[src/rtl/iq_pkg.sv]
package iq_pkg;
    localparam int CFG_W       = 32;
    localparam int LVL_W       = 3;
    localparam int FLUSH_BIT   = 16;
    localparam int STALL_BIT   = 17;
    localparam logic [CFG_W-1:0] CFG_RESET = 32'h0002_0000;

    typedef struct packed {
        logic             stall;
        logic             flush;
        logic [LVL_W-1:0] lvl;
    } qctl_t;

    function automatic qctl_t cfg_unpack(input logic [CFG_W-1:0] w);
        qctl_t c;
        c.stall = w[STALL_BIT];
        c.flush = w[FLUSH_BIT];
        c.lvl   = w[LVL_W-1:0];
        return c;
    endfunction

    function automatic logic [CFG_W-1:0] cfg_pack(input qctl_t c);
        logic [CFG_W-1:0] w;
        w = '0;
        w[STALL_BIT]   = c.stall;
        w[FLUSH_BIT]   = c.flush;
        w[LVL_W-1:0]   = c.lvl;
        return w;
    endfunction
endpackage

[src/rtl/iq_ctrl_reg.sv]
module iq_ctrl_reg
    import iq_pkg::*;
(
    input  logic             clk,
    input  logic             rst,
    input  logic             wr_en,
    input  logic [CFG_W-1:0] wr_data,
    input  logic             err_any,
    output qctl_t            ctl
);
    // Reserved bits of the write value are intentionally discarded.
    logic unused_rsvd;
    assign unused_rsvd = ^{wr_data[CFG_W-1:STALL_BIT+1], wr_data[FLUSH_BIT-1:LVL_W]};

    always_ff @(posedge clk) begin
        if (rst) begin
            ctl <= cfg_unpack(CFG_RESET);
        end else begin
            if (wr_en)
                ctl <= cfg_unpack(wr_data);
            // Hardware error causes force a flush and win over software.
            if (err_any)
                ctl.flush <= 1'b1;
        end
    end
endmodule

[src/rtl/iq_store.sv]
module iq_store #(
    parameter int DEPTH = 8,
    parameter int DW    = 32,
    localparam int AW   = $clog2(DEPTH),
    localparam int CW   = $clog2(DEPTH + 1)
) (
    input  logic          clk,
    input  logic          rst,
    input  logic          flush,
    input  logic          wr_en,
    input  logic [DW-1:0] wr_data,
    input  logic          rd_en,
    output logic [DW-1:0] rd_data,
    output logic [CW-1:0] count
);
    logic [DW-1:0] mem [DEPTH];
    logic [AW-1:0] wr_ptr, rd_ptr;

    function automatic logic [AW-1:0] ptr_inc(input logic [AW-1:0] p);
        return (p == AW'(DEPTH - 1)) ? '0 : p + 1'b1;
    endfunction

    always_ff @(posedge clk) begin
        if (wr_en && !flush)
            mem[wr_ptr] <= wr_data;
    end

    always_ff @(posedge clk) begin
        if (rst || flush) begin
            wr_ptr <= '0;
            rd_ptr <= '0;
            count  <= '0;
        end else begin
            if (wr_en) wr_ptr <= ptr_inc(wr_ptr);
            if (rd_en) rd_ptr <= ptr_inc(rd_ptr);
            case ({wr_en, rd_en})
                2'b10:   count <= count + 1'b1;
                2'b01:   count <= count - 1'b1;
                default: count <= count;
            endcase
        end
    end

    assign rd_data = mem[rd_ptr];
endmodule

[src/rtl/iq_push_gate.sv]
module iq_push_gate (
    input  logic clk,
    input  logic rst,
    input  logic push_req,
    input  logic full,
    input  logic pop_fire,
    input  logic flush,
    input  logic stall_mode,
    input  logic ovf_clr,
    output logic push_acc,
    output logic push_rdy,
    output logic ovf_cause
);
    logic blocked;
    logic ovf_set;

    // A full queue only takes a word if an entry drains in the same cycle.
    assign blocked  = full && !pop_fire;
    assign push_acc = push_req && !flush && !blocked;
    assign ovf_set  = push_req && !flush && blocked;
    assign push_rdy = flush || !stall_mode || !blocked;

    always_ff @(posedge clk) begin
        if (rst)
            ovf_cause <= 1'b0;
        else if (ovf_set)
            ovf_cause <= 1'b1;
        else if (ovf_clr)
            ovf_cause <= 1'b0;
    end
endmodule

[src/rtl/cmd_queue.sv]
module cmd_queue
    import iq_pkg::*;
#(
    parameter int DEPTH = 8,
    parameter int DW    = 32,
    localparam int CW   = $clog2(DEPTH + 1)
) (
    input  logic             clk,
    input  logic             rst,
    input  logic             cfg_wr_en,
    input  logic [CFG_W-1:0] cfg_wr_data,
    output logic [CFG_W-1:0] cfg_rd_data,
    input  logic             push_req,
    input  logic [DW-1:0]    push_data,
    output logic             push_rdy,
    output logic             pop_valid,
    output logic [DW-1:0]    pop_data,
    input  logic             pop_ready,
    output logic [CW-1:0]    used_cnt,
    output logic             level_evt,
    output logic             ovf_cause,
    input  logic             ovf_clr,
    input  logic             err_opcode,
    input  logic             err_cond,
    input  logic             err_bus
);
    qctl_t         ctl;
    logic [CW-1:0] cnt;
    logic          full, pop_fire, push_acc;

    iq_ctrl_reg u_ctrl (
        .clk     (clk),
        .rst     (rst),
        .wr_en   (cfg_wr_en),
        .wr_data (cfg_wr_data),
        .err_any (err_opcode | err_cond | err_bus),
        .ctl     (ctl)
    );

    iq_store #(.DEPTH(DEPTH), .DW(DW)) u_store (
        .clk     (clk),
        .rst     (rst),
        .flush   (ctl.flush),
        .wr_en   (push_acc),
        .wr_data (push_data),
        .rd_en   (pop_fire),
        .rd_data (pop_data),
        .count   (cnt)
    );

    iq_push_gate u_gate (
        .clk        (clk),
        .rst        (rst),
        .push_req   (push_req),
        .full       (full),
        .pop_fire   (pop_fire),
        .flush      (ctl.flush),
        .stall_mode (ctl.stall),
        .ovf_clr    (ovf_clr),
        .push_acc   (push_acc),
        .push_rdy   (push_rdy),
        .ovf_cause  (ovf_cause)
    );

    assign full        = (cnt == CW'(DEPTH));
    assign used_cnt    = ctl.flush ? '0 : cnt;
    assign pop_valid   = !ctl.flush && (cnt != '0);
    assign pop_fire    = pop_valid && pop_ready;
    assign level_evt   = used_cnt < CW'(ctl.lvl);
    assign cfg_rd_data = cfg_pack(ctl);
endmodule

[config.mk]
export PLATFORM = sky130hd
export DESIGN_NAME = cmd_queue
export DESIGN_NICKNAME = d
export VERILOG_FILES = /design/src/rtl/iq_pkg.sv /design/src/rtl/iq_ctrl_reg.sv /design/src/rtl/iq_store.sv /design/src/rtl/iq_push_gate.sv /design/src/rtl/cmd_queue.sv
export SDC_FILE = /design/constraint.sdc
export NUM_CORES = 1
export LEC_CHECK = 0
export BUFFER_PORTS_ARGS = -buffer_cell sky130_fd_sc_hd__clkbuf_2
export CORE_ASPECT_RATIO = 1.25
export CORE_UTILIZATION = 45
export DETAILED_ROUTE_END_ITERATION = 16
export SKIP_CTS_REPAIR_TIMING = 1
export SLEW_MARGIN = 10
export SYNTH_ARGS = -nofsm -noshare
export SYNTH_HDL_FRONTEND = slang
export SYNTH_HIERARCHICAL = 1
export SYNTH_SLANG_ARGS = --single-unit
export TNS_END_PERCENT = 100
[constraint.sdc]
create_clock -name clk -period 7.2 [get_ports clk]
set_clock_uncertainty 0.15 [all_clocks]
set_input_delay 0.72 -clock clk [delete_from_list [all_inputs] [get_ports clk]]
set_output_delay 0.72 -clock clk [all_outputs]
set_load 0.005 [all_outputs]
# Word-level counts from Yosys, hierarchy flattened
# Memories as Yosys holds them, arrays and structs flattened. A register that Yosys moved wholly into a read port is not among the register bits.
# Cells that the tools add are included.
# word_totals
regBits,16
mem_bits_rw,256
output_inout_bits,72
word_cells,50
mem_count,1
# op_classes
addsub,4
n_lt_le_gt_ge,1
n_eq_ne,5
muxes,12
bitwise,2
reduce_logical,18
# mem_list
memory,depth,width,rd,rd_ports_with_merged_regs,write_ports,line_no,rtl
u_store.mem,8,32,1,1,1,iq_store.sv:16,logic [DW-1:0] mem [DEPTH];
# ops
op,n
$mux W3,4
$mux W4,2
$pmux W4 S2,1
$logic_and A1 B1 Y1,7
$add A3 B1 Y3 const B,2
$eq A3 B3 Y1 const B,2
$reduce_bool A2 Y1,3
$mux W1,5
$add A4 B1 Y4 const B,1
$eq A4 B4 Y1 const B,1
$logic_not A1 Y1,4
$lt A4 B3 Y1,1
$reduce_bool A4 Y1,1
$sub A4 B1 Y4 const B,1
$logic_or A1 B1 Y1,3
$eq A2 B1 Y1 const B,1
$eq A2 B2 Y1 const B,1
$or A1 B1 Y1,2

# Logic depth before layout (Yosys ltp)
# Gate-level depths: netlist of run 1.
# logic_depth
ltp_word,10
mapped_depth,13
mapped_depth_nobuf,13

# Cells and area by module
# Netlist of run 1, hierarchy kept.
# by_module_without_submodules
module,instances,cells_each,area_per_inst_um2
iq_store,1,443,10412.5
cmd_queue,1,44,325.3
iq_ctrl_reg,1,17,186.4
iq_push_gate,1,7,68.8

# Worst setup path after synthesis of run 1
# OpenSTA, ideal clock, no wires.
# synth_timing
path_kind,input to register
from,in pop_ready
to,mem u_store.mem[0][0] (enable)
setup_time_ns,0.501
arrival_time_ns,4.631
t_required_ns,6.549
slack_ns,1.918
path_stages,5
n_path_buf,0
cell_sequence,and2_1 nor2b_1 nor3b_2 nand2b_1 nor4_1
# synth_via
elab_chain_cells,8
# synth_rtl
item,line_no,rtl
from (decl),cmd_queue.sv:18,"input logic pop_ready,"
$logic_and A1 B1 Y1,cmd_queue.sv:68,assign pop_fire = pop_valid && pop_ready;
$logic_not A1 Y1,iq_push_gate.sv:18,assign blocked = full && !pop_fire;
$logic_and A1 B1 Y1,iq_push_gate.sv:18,
$logic_not A1 Y1,iq_push_gate.sv:19,assign push_acc = push_req && !flush && !blocked;
$logic_and A1 B1 Y1,iq_push_gate.sv:19,
net push_acc,cmd_queue.sv:29,"logic full, pop_fire, push_acc;"
$logic_and A1 B1 Y1,iq_store.sv:24,if (wr_en && !flush)
$mux W1,iq_store.sv:24,
$mux W1 (not written as such),iq_store.sv:25,mem[wr_ptr] <= wr_data;
to (decl),iq_store.sv:16,
# The timed path passes the listed nets, and every way through them passes these cells.

==> metrics.log, run 1 <==
[metrics] outcome: complete, no violations
[metrics] TritonCTS clock tree: yes
[metrics] Setup Crit Path Kind: reg2out
[metrics] top routing layer in use: met5
[metrics] crit share post-route: 0.523
[metrics] maximum number of pins on one net before global-route repair: 65
[metrics] # nets final: 702
[metrics] sequential area share after synthesis: 0.734
[metrics] register share of total power: 0.551
[metrics] Detail Route Antenna Nets: 0
[metrics] later-pin clock latency in the skew report: about 500 ps
[metrics] leakage: between 4 and 5 nW
[metrics] Synth cell types: 37
[metrics] Initial Util: 0.460
[metrics] number of flip-flops and latches in the synthesized netlist: 275
[metrics] adder and majority gate portion of the synthesized area: 0.0102
[metrics] via count of the first global-routing pass: 5342
[metrics] post-synthesis instance area: 11000 um^2
[metrics] setup TNS: 0 ps
[metrics] GRT overflow: 0
[metrics] worst-margin pin slew: approximately 1100 ps
[metrics] wire length of the first global-routing pass: ~30000 um
[metrics] relative contribution of the clock network to total power: 0.421
[metrics] ports placed on the boundary: roughly 150
[metrics] fraction of the mapped netlist area in compound gates: 0.00694
[metrics] count of vias placed by the detailed router: 5055
[metrics] category of the worst setup path capture point: output port
[metrics] # port buffers: 90
[metrics] Cell Int Power: 2.59 mW
[metrics] drt pass-1 iters: 4
[metrics] number of hold violations in the final report: 0
[metrics] normalized max-slew margin: 0.296
[metrics] power share of the combinational group: 0.028
[metrics] total of endpoints with negative setup slack in the final report: 0
[metrics] Overall Global Routing Usage: 0.164
[metrics] Final Max Tran Viols: 0
[metrics] total non-filler cell area in the finished layout: ~13000 um^2
[metrics] growth of design area from synthesis to finish: 14.8%
[metrics] DRC violations left: 0
[metrics] Final HPWL DP: 11000 um
[metrics] clock transition time at the flip-flop clock pins of the worst setup and hold paths: about 60 ps
[metrics] routed wire length on met2: between 10000 and 15000 um
[metrics] synthesized area divided by synthesized cell count: approximately 22 um^2
[metrics] number of clock sinks seen by CTS: approximately 280
[metrics] core region area: 23900 um^2
[metrics] xor/xnor cell area share of the yosys netlist: 0.00239
[metrics] net switching power: between 0.6 and 0.7 mW
[metrics] number of antenna violations at the first check in global routing: 1
[metrics] Syn Inst Count: approximately 510
[metrics] drt total wl: around 20000 um
[metrics] H-tree lvl count: 1
[metrics] maximum capacitance violations: 0
[metrics] layout cell share with drive strength beyond 1: 0.333
[metrics] maximum fanout along the worst path: 54
[metrics] number of vias per cell after detailed routing: ~5.2
[metrics] number of cells after detailed placement: roughly 920
[metrics] total power of the final layout: ~3.2 mW
[metrics] Warnings, synthesis: 6
[metrics] min Tclk post-route: around 3800 ps
[metrics] unrepaired setup endpoints after global routing: false
[metrics] wire length per cell: slightly above 20 um
[metrics] wire length on met1: 7940 um
[metrics] critical path startpoint category: register
[metrics] DR iter-0 viols: 201
[metrics] required time at the endpoint of the critical path: approximately 6300 ps
[metrics] count of non-filler cells in the finished layout: between 900 and 1000
[metrics] class of the tightest hold or removal check: in2reg
[metrics] die extent in x: between 100 and 150 um
[metrics] maximum vdd ir drop: ~0.00019 V
[metrics] maximum achievable frequency: 266 MHz
[metrics] Reg2Reg Capture Point: u_store/count[2]
[metrics] arrival time worst endpoint: between 2000 and 3000 ps
[metrics] Inserted Diodes: 0
[metrics] full die area: between 20000 and 30000 um^2
[metrics] switching share of power: 0.190
[metrics] maximum root-to-sink buffer count: 3
[metrics] mux share of post-synthesis cell area: 0.187
[metrics] chip height: about 180 um
[metrics] share of synthesized cell area in and, or, nand and nor gates: 0.0273
[metrics] final core occ: 0.528
[metrics] number of cells on the worst reg-to-reg path: 12
[metrics] Power Dens Cells: ~250 nW/um^2
[metrics] FP Rows: between 60 and 70
[metrics] largest family of logic cells by synthesized area: multiplexers
[metrics] Clock Tree Root: clkbuf_16
[metrics] instance area at placement: around 12000 um^2
[metrics] Routed met3 length: 946 um
[metrics] Worst R2R Start: u_ctrl/ctl[3]
[metrics] placer congestion estimate: slightly above 0.7
[metrics] clock buffers created by TritonCTS: 26
[metrics] capturing element of the worst setup path: pop_data[25]
[metrics] register-to-register setup slack: just under 4000 ps
==> how the worst min path moves through the flow <==
| stage | cells after the start | end | from | slack [ps] |
|---|---|---|---|---|
| floorplan | 2 | u_gate/ovf_cause | u_gate/ovf_cause | 310 |
| global placement | 2 | u_gate/ovf_cause | u_gate/ovf_cause | 310 |
| detailed placement | 2 | u_gate/ovf_cause | u_gate/ovf_cause | 330 |
| CTS | 2 | u_ctrl/ctl[4] | cfg_wr_data[17] | 260 |
| global route | 2 | u_ctrl/ctl[4] | cfg_wr_data[17] | 270 |
| finish | 2 | u_ctrl/ctl[4] | cfg_wr_data[17] | 280 |
==> metrics by stage <==
step | hold slack [ps] | setup slack (ps)
floorplan | 310 | 1920
global placement | 313 | 3840
detailed placement | 329 | 3740
CTS | 262 | 3340
global route | 274 | 3280
finish | 284 | 3440
==> layout by cell type, fill, tap and decap left out, types with 12 or more instances in the layout <==
master     netlist  final
mux4_1          40     40
clkbuf_2         0     90
nor2_1          22     16
mux2_2          32     32
clkbuf_16        0     27
mux4_2          24     24
buf_4           27     12
edfxtp_1       256    256
conb_1           1     27
dfxtp_1         19     16
==> cell families (layout without fill, tap and decap cells) <==
group,after synthesis,count (layout)
adders and majority gates,9,9
xor gates and xnor gates,3,3
buffers and inverters,51,154
other,1,27
muxes,106,106
AOI/OAI and AO/OA,12,12
DFF,275,275
and+or+nand+nor,54,54
==> power groups by stage <==
stage	combinational, mW	sequential [mW]	clock [mW]
after floorplan	0.0529	1.80	0
after global placement	0.0844	1.80	0
after detailed placement	0.0899	1.80	0
after CTS	0.0902	1.76	1.38
after global routing	0.0994	1.76	1.44
final	0.0886	1.76	1.34
==> final cells by class <==
type                       instances  area [um^2]
fill                            1901        11300
sequential                       275         8070
multi-input combinational        211         2730
clock buffer                      32          694
timing repair buffer             102          541
tap                              325          407
clock inverter                    16          158
inverter                           4         15.0
==> critical path: stages, from the launching register on <==
cell and delay (ps):
dfxtp_4 460, buf_4 800, mux4_1 650, mux2_2 320, clkbuf_2 130
==> registers in the layout, indices dropped and copies added, names as in the netlist, named ones only <==
signal            flops
u_store/mem         256
u_ctrl/ctl            5
u_store/count         4
u_store/rd_ptr        3
u_store/wr_ptr        3
u_gate/ovf_cause      1
==> synthesized netlist by cell type <==
master,n,area share
nor2_1,22,0.0075
nor3b_2,1,0.0011
mux4_2,24,0.049
nor4b_1,1,0.00080
buf_1,7,0.0024
nand2_1,4,0.0014
nand3b_1,3,0.0020
mux4_1,40,0.096
conb_1,1,0.00034
a211o_1,1,0.00080
inv_1,4,0.0014
nor2b_1,5,0.0028
buf_2,1,0.00045
ha_1,9,0.010
edfxtp_1,256,0.70
buf_6,8,0.0082
a32o_1,1,0.00091
nand2b_1,5,0.0028
o21ai_0,2,0.00091
and2_1,1,0.00057
nand4bb_1,1,0.0010
xor2_1,3,0.0024
or3b_2,1,0.00080
buf_4,27,0.018
nor4_1,3,0.0017
a21oi_1,6,0.0027
nor2b_2,1,0.00080
o221a_1,1,0.0010
mux2_2,32,0.033
dfxtp_1,19,0.035
or3_1,3,0.0017
mux2i_1,10,0.0091
clkbuf_1,4,0.0014
nor3_2,1,0.00091
or2_2,1,0.00057
o22ai_1,1,0.00057
nor3b_1,1,0.00068
==> layer usage <==
layer  GRT usage  up-vias
li1            -     2293
met1       0.197     2615
met2       0.303      118
met3      0.0308       27
met4      0.0421        2
met5           0        -
Power figures use the tool's default switching activity.
==> run 2, diff against run 1 <==
- PLACE_DENSITY: default -> 0.67
- clock period: 7.2 -> 3.4 ns (I/O delays scaled with it)
==> metrics.log, run 2 (synthesis results as in run 1) <==
[metrics] unrepaired setup endpoints after global routing: false (unchanged)
[metrics] total non-filler cell area in the finished layout: 13200 um^2 (was 12600 um^2)
[metrics] wire length of the first global-routing pass: 30900 um (was 30500 um)
[metrics] Inserted Diodes: 0 (unchanged)
[metrics] min Tclk post-route: between 3000 and 4000 ps
[metrics] flip-flop count of the largest register after layout: 256 (unchanged)
[metrics] # port buffers: 90 (unchanged)
[metrics] arrival time worst endpoint: 3410 ps (was 2890 ps)
[metrics] count of vias placed by the detailed router: 5287 (was 5055)
[metrics] Power Dens Cells: 523 nW/um^2 (was 253 nW/um^2)
[metrics] commonest cells after routing, fill and taps aside: edfxtp_1 (256), clkbuf_2 (90), dlygate4sd3_1 (41), mux4_1 (40), mux2_2 (32) (was edfxtp_1 (256), clkbuf_2 (90), mux4_1 (40), mux2_2 (32))
[metrics] Final Worst Setup Slack: 287 ps (was 3440 ps)
[metrics] Final Max Tran Viols: 0 (unchanged)
[metrics] number of antenna violations at the first check in global routing: 0 (was 1)
[metrics] required time at the endpoint of the critical path: 3700 ps (was 6330 ps)
[metrics] Detail Route Antenna Nets: 0 (unchanged)
[metrics] Final HPWL DP: 12100 um (was 11000 um)
[metrics] outcome: complete, but fails checks (was complete, no violations)
[metrics] area used by sequential logic in the layout: 8070 um^2 (unchanged)
[metrics] drt total wl: 20400 um (was 19800 um)
[metrics] area of the multi-input gates: 2740 um^2 (was 2730 um^2)
[metrics] growth of design area from synthesis to finish: 19.9% (was 14.8%)
[metrics] number of clock sinks seen by CTS: 275 (unchanged)
[metrics] maximum number of pins on one net before global-route repair: 35 (was 65)
[metrics] maximum capacitance violations: 0 (unchanged)
[metrics] Cell Int Power: 5.60 mW (was 2.59 mW)
[metrics] via count of the first global-routing pass: 5404 (was 5342)
[metrics] layout cell share with drive strength beyond 1: 0.323 (was 0.333)
[metrics] GRT overflow: 0 (unchanged)
[metrics] # nets final: 755 (was 702)
[metrics] maximum vdd ir drop: 0.000356 V (was 0.000193 V)
[metrics] clock transition time at the flip-flop clock pins of the worst setup and hold paths: 60 ps (about the same)
[metrics] Overall Global Routing Usage: 0.166 (was 0.164)
[metrics] number of hold violations in the final report: 1 (was 0)
[metrics] number of cells on the worst reg-to-reg path: 13 (was 12)
[metrics] number of cells after detailed placement: 929 (was 917)
[metrics] later-pin clock latency in the skew report: 520 ps (was 510 ps)
[metrics] instance count along the most critical hold path: 3 (was 2)
[metrics] Clock Tree Root: clkbuf_16 (unchanged)
[metrics] DR iter-0 viols: 285 (was 201)
[metrics] register-to-register setup slack: 290 ps (was 3850 ps)
[metrics] setup TNS: 0 ps (unchanged)
[metrics] critical path startpoint category: register (unchanged)
[metrics] maximum root-to-sink buffer count: 3 (unchanged)
[metrics] hold path start: cfg_wr_data[16] (was cfg_wr_data[17])
[metrics] leakage: 4.49 nW (was 4.23 nW)
[metrics] normalized max-slew margin: 0.508 (was 0.296)
[metrics] ports placed on the boundary: 145 (unchanged)
[metrics] maximum achievable frequency: roughly 320 MHz
[metrics] worst-margin pin slew: 738 ps (was 1060 ps)
[metrics] register share of total power: 0.541 (was 0.551)
[metrics] total of endpoints with negative setup slack in the final report: 0 (unchanged)
[metrics] switching share of power: 0.188 (was 0.190)
[metrics] instance area at placement: 11900 um^2 (was 11800 um^2)
[metrics] most common library cell in the layout ignoring fill and taps: edfxtp_1 (unchanged)
[metrics] drt pass-1 iters: 4 (unchanged)
[metrics] # fillers: 1813 (was 1901)
[metrics] DRC violations left: 0 (unchanged)
[metrics] placer congestion estimate: 0.733 (was 0.710)
[metrics] number of vias per cell after detailed routing: 5.20 (was 5.24)
[metrics] maximum fanout along the worst path: 9 (was 54)
[metrics] TritonCTS clock tree: yes (unchanged)
[metrics] full die area: 25100 um^2 (unchanged)
[metrics] FP Rows: 63 (unchanged)
[metrics] chip height: 177 um (unchanged)
[metrics] core region area: 23900 um^2 (unchanged)
[metrics] Initial Util: 0.460 (unchanged)
[metrics] final hold slack: -3.90 ps (was 284 ps)
[metrics] Regs by FF count: u_store/mem (256), u_ctrl/ctl (5), u_store/count (4) (unchanged)
[metrics] relative contribution of the clock network to total power: 0.425 (was 0.421)
[metrics] class of the tightest hold or removal check: in2reg (unchanged)
[metrics] power share of the combinational group: 0.034 (was 0.028)
[metrics] violations in the final reports: negative hold slack
[metrics] total power of the final layout: 6.89 mW (was 3.19 mW)
[metrics] final core occ: 0.552 (was 0.528)
[metrics] category of the worst setup path capture point: register (was output port)
[metrics] count of non-filler cells in the finished layout: 1016 (was 965)
[metrics] register with the most flip-flops: u_store/mem (unchanged)
[metrics] worst slack at placement: 295 ps (was 3740 ps)
[metrics] Setup Crit Path Kind: reg2reg (was reg2out)
[metrics] wire length per cell: 20.0 um (was 20.5 um)
[metrics] Worst R2R Start: u_store/count[1] (was u_ctrl/ctl[3])
[metrics] crit share post-route: 0.915
[metrics] net switching power: 1.29 mW (was 0.608 mW)
[metrics] critical path launch point: u_store/count[1]
[metrics] H-tree lvl count: 1 (unchanged)
[metrics] clock buffers created by TritonCTS: 26 (unchanged)
[metrics] die extent in x: 142 um (unchanged)
==> run 2: path summary, 6_finish.rpt <==
| path | to |
|---|---|
| max | u_store/count[2] |
| min | u_ctrl/ctl[3] |
| max reg2reg | u_store/count[2] |
| min reg2reg | register |
==> run 2: per-layer routing <==
| metal | part of all wire | GRT usage |
|---|---|---|
| met5 | 0 | 0 |
| met4 | 0.021 | 0.0453 |
| met3 | 0.043 | 0.0238 |
| met2 | 0.52 | 0.292 |
| met1 | 0.42 | 0.214 |
==> run 2: cell type report <==
class / instances / share of cell area
sequential: 275 / 0.613
timing repair buffer: 155 / 0.0809
clock buffer: 34 / 0.0540
tap: 325 / 0.0309
inverter: 4 / 0.00114
clock inverter: 12 / 0.0121
multi-input combinational: 211 / 0.208
==> run 2: power groups by stage <==
stage	Combinational, mW	Clock [mW]	Sequential [mW]
after floorplan	0.113	0	3.80
after global placement	0.185	0	3.80
after detailed placement	0.196	0	3.80
after CTS	0.197	3.00	3.73
after global routing	0.258	3.11	3.73
final	0.233	2.93	3.73
==> run 2: critical path: stages, from the launching register on <==
cell	delay [ps]
dfxtp_1	490
nor4_1	80
nor2_1	120
and2_1	350
nor2b_1	120
nor3b_2	230
inv_1	110
ha_1	280
xor2_1	180
ha_1	200
a21oi_1	150
xor2_1	100
or3_1	310
a21oi_1	180
